==> config.mk <==
export PLATFORM = sky130hd
export DESIGN_NAME = dma_chan_regs
export DESIGN_NICKNAME = d
export VERILOG_FILES = /design/src/rtl/dma_regs_pkg.sv /design/src/rtl/dma_reg_decode.sv /design/src/rtl/dma_ptr_reg.sv /design/src/rtl/dma_run_ctl.sv /design/src/rtl/dma_chan_regs.sv
export SDC_FILE = /design/constraint.sdc
export NUM_CORES = 1
export LEC_CHECK = 0
export BUFFER_PORTS_ARGS = -buffer_cell sky130_fd_sc_hd__buf_2
export CORE_AREA = 2 2 168 170
export CTS_CLUSTER_SIZE = 28
export DETAILED_ROUTE_END_ITERATION = 6
export DIE_AREA = 0 0 170 172
export GPL_ROUTABILITY_DRIVEN = 0
export PLACE_DENSITY_LB_ADDON = 0.12
export SYNTH_ARGS = -nofsm -noshare
export SYNTH_HDL_FRONTEND = slang
export SYNTH_SLANG_ARGS = --single-unit
==> constraint.sdc <==
create_clock -name clk -period 3 [get_ports clk]
set_input_delay 0.15 -clock clk [delete_from_list [all_inputs] [get_ports clk]]
set_output_delay 0.15 -clock clk [all_outputs]
set_load 0.05 [all_outputs]
==> src/rtl/dma_regs_pkg.sv <==
package dma_regs_pkg;
  localparam int IX_NDESC = 0;
  localparam int IX_START = 1;
  localparam int IX_CFG   = 2;
  localparam int IX_RSV0  = 3;
  localparam int IX_XCNT  = 4;
  localparam int IX_XMOD  = 5;
  localparam int IX_YCNT  = 6;
  localparam int IX_YMOD  = 7;
  localparam int IX_CDESC = 8;
  localparam int IX_CADDR = 9;
  localparam int IX_STAT  = 10;
  localparam int IX_PMAP  = 11;
  localparam int IX_CXCNT = 12;
  localparam int IX_RSV1  = 13;
  localparam int IX_CYCNT = 14;
  localparam int IX_RSV2  = 15;

  localparam int ST_DONE = 0;
  localparam int ST_ERR  = 1;
  localparam int ST_RUN  = 3;
  localparam int CFG_EN  = 0;
endpackage

==> src/rtl/dma_reg_decode.sv <==
module dma_reg_decode
  import dma_regs_pkg::*;
#(
  parameter int IXW = 4,
  localparam int NSLOT = 2 ** IXW
) (
  input  logic             hb_wr,
  input  logic [IXW-1:0]   ix,
  output logic [NSLOT-1:0] wsel,
  output logic             wr_bad
);
  always_comb begin
    wsel = '0;
    if (hb_wr) wsel[ix] = 1'b1;
    wr_bad = wsel[IX_RSV0] | wsel[IX_RSV1] | wsel[IX_RSV2];
  end
endmodule

==> src/rtl/dma_ptr_reg.sv <==
module dma_ptr_reg #(
  parameter int W = 32,
  parameter logic [W-1:0] RST = '0,
  localparam int H = W / 2
) (
  input  logic         clk,
  input  logic         rst_n,
  input  logic         host_we,
  input  logic         host_wide,
  input  logic [W-1:0] host_data,
  input  logic         eng_we,
  input  logic [W-1:0] eng_data,
  output logic [W-1:0] q
);
  logic [W-1:0] q_d;
  logic         q_en;

  always_comb begin
    q_en = eng_we | host_we;
    q_d  = q;
    if (eng_we)         q_d = eng_data;
    else if (host_we)   q_d = host_wide ? host_data : {q[W-1:H], host_data[H-1:0]};
  end

  always_ff @(posedge clk or negedge rst_n) begin
    if (!rst_n)    q <= RST;
    else if (q_en) q <= q_d;
  end

  assert_half_keep_R3: assert property (@(posedge clk) disable iff (!rst_n)
    (host_we && !host_wide && !eng_we) |=> (q[W-1:H] == $past(q[W-1:H])));
endmodule

==> src/rtl/dma_run_ctl.sv <==
module dma_run_ctl (
  input  logic clk,
  input  logic rst_n,
  input  logic cfg_we,
  input  logic cfg_en,
  input  logic stat_we,
  input  logic clr_done,
  input  logic clr_err,
  input  logic eng_done,
  input  logic eng_err,
  output logic run_q,
  output logic done_q,
  output logic err_q,
  output logic start_q,
  output logic stop_q
);
  logic run_d, done_d, err_d, start_d, stop_d;

  always_comb begin
    run_d = run_q;
    if (eng_done) run_d = 1'b0;
    if (cfg_we)   run_d = cfg_en;
    done_d  = (done_q & ~(stat_we & clr_done)) | eng_done;
    err_d   = (err_q & ~(stat_we & clr_err)) | eng_err;
    start_d = cfg_we & cfg_en;
    stop_d  = cfg_we & ~cfg_en;
  end

  always_ff @(posedge clk or negedge rst_n) begin
    if (!rst_n) begin
      run_q <= 1'b0; done_q <= 1'b0; err_q <= 1'b0;
      start_q <= 1'b0; stop_q <= 1'b0;
    end else begin
      run_q <= run_d; done_q <= done_d; err_q <= err_d;
      start_q <= start_d; stop_q <= stop_d;
    end
  end

  assert_start_R7: assert property (@(posedge clk) disable iff (!rst_n)
    (cfg_we && cfg_en) |=> (run_q && start_q && !stop_q));
  assert_stop_R7: assert property (@(posedge clk) disable iff (!rst_n)
    (cfg_we && !cfg_en) |=> (!run_q && stop_q && !start_q));
  assert_done_R10: assert property (@(posedge clk) disable iff (!rst_n)
    (eng_done && !cfg_we) |=> (done_q && !run_q));
  assert_err_wins_R10: assert property (@(posedge clk) disable iff (!rst_n)
    eng_err |=> err_q);
  assert_w1c_R5: assert property (@(posedge clk) disable iff (!rst_n)
    (stat_we && !cfg_we && !eng_done) |=> (run_q == $past(run_q)));
endmodule

==> src/rtl/dma_chan_regs.sv <==
module dma_chan_regs
  import dma_regs_pkg::*;
#(
  parameter int AW = 6,
  parameter int DW = 32,
  parameter int PMAP_CT = 6,
  parameter logic [DW/2-1:0] PMAP_RST = 16'h0040,
  localparam int HW = DW / 2,
  localparam int IXW = AW - 2,
  localparam int NSLOT = 2 ** IXW
) (
  input  logic          clk,
  input  logic          rst_n,
  input  logic          hb_wr,
  input  logic [AW-1:2] hb_addr,
  input  logic          hb_wide,
  input  logic [DW-1:0] hb_wdata,
  output logic [DW-1:0] hb_rdata,
  input  logic          eng_ld,
  input  logic [DW-1:0] eng_cdesc,
  input  logic [DW-1:0] eng_caddr,
  input  logic [HW-1:0] eng_cxcnt,
  input  logic [HW-1:0] eng_cycnt,
  input  logic          eng_done,
  input  logic          eng_err,
  output logic [DW-1:0] o_ndesc,
  output logic [DW-1:0] o_start,
  output logic [HW-1:0] o_cfg,
  output logic [HW-1:0] o_xcnt,
  output logic [HW-1:0] o_xmod,
  output logic [HW-1:0] o_ycnt,
  output logic [HW-1:0] o_ymod,
  output logic [DW-1:0] o_cdesc,
  output logic [DW-1:0] o_caddr,
  output logic [HW-1:0] o_cxcnt,
  output logic [HW-1:0] o_cycnt,
  output logic [HW-1:0] o_pmap,
  output logic          o_running,
  output logic          start_pulse,
  output logic          stop_pulse,
  output logic          bad_wr_pulse
);
  localparam logic [HW-1:0] CT_MASK = HW'(1) << PMAP_CT;

  logic [NSLOT-1:0] wsel;
  logic             wr_bad;
  logic             run_q, done_q, err_q;
  logic             bad_d;
  logic [DW-1:0]    ptr_q [4];
  logic [HW-1:0]    half_q [7];
  logic [HW-1:0]    pmap_q, pmap_d;
  logic             pmap_we;

  dma_reg_decode #(.IXW(IXW)) dec_i (
    .hb_wr(hb_wr), .ix(hb_addr), .wsel(wsel), .wr_bad(wr_bad));

  // Pointer registers: index map k -> slot, engine loads only current ones
  localparam int PTR_IX [4] = '{IX_NDESC, IX_START, IX_CDESC, IX_CADDR};
  logic [DW-1:0] ptr_eng [4];
  assign ptr_eng[0] = '0;
  assign ptr_eng[1] = '0;
  assign ptr_eng[2] = eng_cdesc;
  assign ptr_eng[3] = eng_caddr;

  for (genvar k = 0; k < 4; k++) begin : g_ptr
    dma_ptr_reg #(.W(DW)) ptr_i (
      .clk(clk), .rst_n(rst_n),
      .host_we(wsel[PTR_IX[k]] & ~run_q), .host_wide(hb_wide),
      .host_data(hb_wdata), .eng_we(eng_ld & (k >= 2)),
      .eng_data(ptr_eng[k]), .q(ptr_q[k]));
  end

  // 16-bit registers: config (never locked), counts, strides, current counts
  localparam int HALF_IX [7] = '{IX_CFG, IX_XCNT, IX_XMOD, IX_YCNT, IX_YMOD, IX_CXCNT, IX_CYCNT};
  logic [HW-1:0] half_eng [7];
  always_comb begin
    for (int k = 0; k < 7; k++) half_eng[k] = '0;
    half_eng[5] = eng_cxcnt;
    half_eng[6] = eng_cycnt;
  end

  for (genvar k = 0; k < 7; k++) begin : g_half
    logic          we_k, en_k;
    logic [HW-1:0] d_k;
    assign we_k = wsel[HALF_IX[k]] & ((k == 0) | ~run_q);
    always_comb begin
      en_k = we_k | (eng_ld & (k >= 5));
      d_k  = (eng_ld && k >= 5) ? half_eng[k] : hb_wdata[HW-1:0];
    end
    always_ff @(posedge clk or negedge rst_n) begin
      if (!rst_n)    half_q[k] <= '0;
      else if (en_k) half_q[k] <= d_k;
    end
  end

  // Peripheral word with protected channel-type bit
  always_comb begin
    pmap_we = wsel[IX_PMAP] & ~run_q;
    pmap_d  = (hb_wdata[HW-1:0] & ~CT_MASK) | (pmap_q & CT_MASK);
    bad_d   = wr_bad;
  end

  always_ff @(posedge clk or negedge rst_n) begin
    if (!rst_n) begin
      pmap_q       <= PMAP_RST;
      bad_wr_pulse <= 1'b0;
    end else begin
      if (pmap_we) pmap_q <= pmap_d;
      bad_wr_pulse <= bad_d;
    end
  end

  dma_run_ctl ctl_i (
    .clk(clk), .rst_n(rst_n),
    .cfg_we(wsel[IX_CFG]), .cfg_en(hb_wdata[CFG_EN]),
    .stat_we(wsel[IX_STAT]), .clr_done(hb_wdata[ST_DONE]), .clr_err(hb_wdata[ST_ERR]),
    .eng_done(eng_done), .eng_err(eng_err),
    .run_q(run_q), .done_q(done_q), .err_q(err_q),
    .start_q(start_pulse), .stop_q(stop_pulse));

  // Read path
  logic [DW-1:0] rword;
  logic [HW-1:0] stat_w;
  always_comb begin
    stat_w = '0;
    stat_w[ST_DONE] = done_q;
    stat_w[ST_ERR]  = err_q;
    stat_w[ST_RUN]  = run_q;
    rword = '0;
    case (int'(hb_addr))
      IX_NDESC: rword = ptr_q[0];
      IX_START: rword = ptr_q[1];
      IX_CFG:   rword = DW'(half_q[0]);
      IX_XCNT:  rword = DW'(half_q[1]);
      IX_XMOD:  rword = DW'(half_q[2]);
      IX_YCNT:  rword = DW'(half_q[3]);
      IX_YMOD:  rword = DW'(half_q[4]);
      IX_CDESC: rword = ptr_q[2];
      IX_CADDR: rword = ptr_q[3];
      IX_STAT:  rword = DW'(stat_w);
      IX_PMAP:  rword = DW'(pmap_q);
      IX_CXCNT: rword = DW'(half_q[5]);
      IX_CYCNT: rword = DW'(half_q[6]);
      default:  rword = '0;
    endcase
    hb_rdata = hb_wide ? rword : DW'(rword[HW-1:0]);
  end

  assign o_ndesc = ptr_q[0];
  assign o_start = ptr_q[1];
  assign o_cdesc = ptr_q[2];
  assign o_caddr = ptr_q[3];
  assign o_cfg   = half_q[0];
  assign o_xcnt  = half_q[1];
  assign o_xmod  = half_q[2];
  assign o_ycnt  = half_q[3];
  assign o_ymod  = half_q[4];
  assign o_cxcnt = half_q[5];
  assign o_cycnt = half_q[6];
  assign o_pmap  = pmap_q;
  assign o_running = run_q;

  assert_lock_xcnt_R4: assert property (@(posedge clk) disable iff (!rst_n)
    (run_q && hb_wr && int'(hb_addr) == IX_XCNT) |=> $stable(o_xcnt));
  assert_ct_keep_R6: assert property (@(posedge clk) disable iff (!rst_n)
    (hb_wr && int'(hb_addr) == IX_PMAP) |=> (o_pmap[PMAP_CT] == $past(o_pmap[PMAP_CT])));
  assert_bad_pulse_R9: assert property (@(posedge clk) disable iff (!rst_n)
    (hb_wr && (int'(hb_addr) == IX_RSV0 || int'(hb_addr) == IX_RSV1 || int'(hb_addr) == IX_RSV2))
      |=> bad_wr_pulse);
  assert_bad_only_R9: assert property (@(posedge clk) disable iff (!rst_n)
    !hb_wr |=> !bad_wr_pulse);
endmodule

==> flow_summary.yaml <==
place:
  place_area_um2: 15130
  dp_hpwl_um: 34130
  portBuffers: 429
synth:
  seq_area_frac_synth_pct: 51.32
  synth_ff_type: "dfrtp_1"
  synth_cells: 1100
  yosys_register_bits: 261
  synth.cell_area_um2: 12730
  post_synth.cell_area_avg_um2: 11.57
  syn_nets: 1239
  synth_edf_count: 0
  yosysUniqueCellTypes: 58
  yosysWarnings: 0
  async_reset_ff_share_pct: 100.0
timing:
  fmax_mhz: 371.3
  hold_ws_ps: 12.53
  tightestPinTransition_ps: 1054
  period_minus_slack_ps: 2693
  timing.final.crit_share_pct: 89.77
  drv_slew: 0
  maxSlewHeadroom_pct: 29.60
  rsz0062_at_grt: "false"
  clock_skew_ps: 25.79
  setup_viol: 0
  fin_tns_setup_ps: 0
  hold_viol_final: 0
layout:
  regArea_um2: 6531
  final_cell_area_um2: 17380
  antennaDiodeCount: 0
  final_cell_mix: "buf_2, dfrtp_1, mux2_2"
  synthToLayoutAreaGrowth_pct: 36.57
  final_common_cell: "buf_2"
  drive_above_1_share_pct: 41.91
  multi_input_area_um2: 5663
  nFillCells: 2272
  nets: 1762
power:
  ir_worst_vdd_mv: 0.5614
  p_per_area_nw_per_um2: 750.8
  p_leak_nw: 8.381
detailed_routing:
  finalWirelength_um: 49660
  avgViaCountPerCell: 5.900
  via_count: 11740
  drt-pass1-iter-count: 5
  ant_nets: 0
  wl_per_cell_um: 24.95
  drt_iter0_drc: 913
  drcViolationCount: 0
clock_tree:
  ctsLongestPathBuffers: 3
  worstSkewPairLatency_ps: 560
  cts-htree-levels: 1
  clk_pin_slew_ps: 60
  numClockSinks: 261
  cts_buffers: 28
  cts_setup_buffers: 0
  cts_hold_buf: 130
  cts_root_buffer: "clkbuf_16"
  cts_tree: "done"
  cts-resized-gates: 0
setup_path:
  start_kind: "primary input"
  worstSetupPathType: "in -> out"
  worstPathRequired_ps: 2850
  end_kind: "primary output"
  cp.arrival_ps: 2540
  critPathMaxFanout: 25
floorplanning:
  die_area_um2: 29240
  coreArea_um2: 27480
  pin_count: 431
  row_count: 61
  die_h_um: 172
  initial_utilization_pct: 46.32
  die_w_um: 170
flow_run:
  cap_violations: 0
grt:
  gr-total-overflow: 0
  grt.total_usage_pct: 33.18
  grt_max_degree: 148
  first_global_vias: 11610
  antenna_found_initial: 0
  grt_pass1_wl_um: 72160
min_path:
  hp-class: "in -> reg"
run_status:
  status: "finished clean"
[cell usage after synthesis, drive strengths merged, types with 3 or more instances]
library cell    n  share of area [%]
buf            48                3.0
nand2         106                3.2
nor3            4               0.16
nand3b          3               0.18
a32oi           6               0.41
inv             4               0.12
a21oi          84                3.3
dfrtp         261                 51
and3            7               0.34
o32ai           4               0.28
mux2          162                 15
nand4           6               0.53
nor2b          38                1.9
a22oi          49                2.9
clkbuf         49                1.4
and2            5               0.25
and4bb          4               0.42
a222oi          3               0.24
o21ai         101                4.0
a22o           23                1.6
nor3b           3               0.18
or3             3               0.15
nor4b           4               0.75
o211ai          4               0.24
a221oi         21                1.4
a31oi           4               0.20
nor2            7               0.32
a21o            3               0.18
nand3           9               0.55
mux2i          51                4.0
[worst paths after layout]
path / start / end / slack [ps] / cells past startpoint
max in group asynchronous: rst_n / o_xcnt[5]$_DFFE_PN0P_ / 1900 / 3
min in group asynchronous: rst_n / g_ptr[2].ptr_i.q[3]$_DFFE_PN0P_ / 210 / 2
worst max-delay path: hb_addr[5] / hb_rdata[31] / 310 / 7
worst min register to register: g_ptr[3].ptr_i.q[29]$_DFFE_PN0P_ / g_ptr[3].ptr_i.q[29]$_DFFE_PN0P_ / 500 / 2
worst min-delay path: hb_wdata[14] / o_ycnt[14]$_DFFE_PN0P_ / 10 / 2
worst max register to register: ctl_i.run_q$_DFFE_PN0P_ / o_cxcnt[4]$_DFFE_PN0P_ / 470 / 6
[per-layer routing]
| metal | track usage (%) | routed length (um) |
|---|---|---|
| met4 | 12.78 | 1942 |
| met1 | 43.22 | 19910 |
| met5 | 0 | 0 |
| met3 | 5.402 | 3816 |
| met2 | 55.99 | 23990 |
[power by group]
| group | internal (mW) | leakage (nW) | switching (mW) |
|---|---|---|---|
| registers | 4.14 | 3.22 | 0.631 |
| logic | 1.25 | 4.70 | 3.42 |
| clock network | 2.14 | 0.463 | 1.46 |
| total | 7.54 | 8.38 | 5.51 |
[kinds of logic after synthesis]
logic type             synth area share (%)
AO/OA/AOI/OAI                         15.46
buffers and inverters                 4.532
flip-flops                            51.32
multiplexers                          18.93
other                               0.02946
AND/OR/NAND/NOR                       9.723
[through the flow]
step	instances	setup WS, ps	util [%]	power [mW]
after floorplan	1100	821.4	-	7.936
after global placement	1809	409.3	55.08	9.284
after detailed placement	1809	364.2	55.08	9.342
after CTS	1990	378.7	63.26	13.08
after global routing	1990	258.3	63.26	13.49
final	1990	306.9	63.26	13.05
[critical path, stage by stage]
cell	delay, ps
buf_2	290
buf_4	300
and2_1	170
o21ai_0	300
nand2_1	510
a21oi_1	450
buf_2	330
[flip-flops by register name, indices dropped and copies added, names as in the netlist]
name and count:
bad_wr_pulse 1, ctl_i.done_q 1, ctl_i.err_q 1, ctl_i.run_q 1
ctl_i.start_q 1, ctl_i.stop_q 1, g_ptr.ptr_i.q 128, o_cfg 16
o_cxcnt 16, o_cycnt 16, o_pmap 15, o_xcnt 16
o_xmod 16, o_ycnt 16, o_ymod 16
[area by class of cell]
cell class                      instances  area share [%]
Multi-Input combinational cell        738           32.58
Clock inverter                         12           1.001
Inverter                                4         0.08638
Sequential cell                       261           37.58
Timing Repair Buffer                  590           21.83
Clock buffer                           39           4.441
Tap cell                              346           2.491
Note: power is estimated with default switching activity, not from simulation.
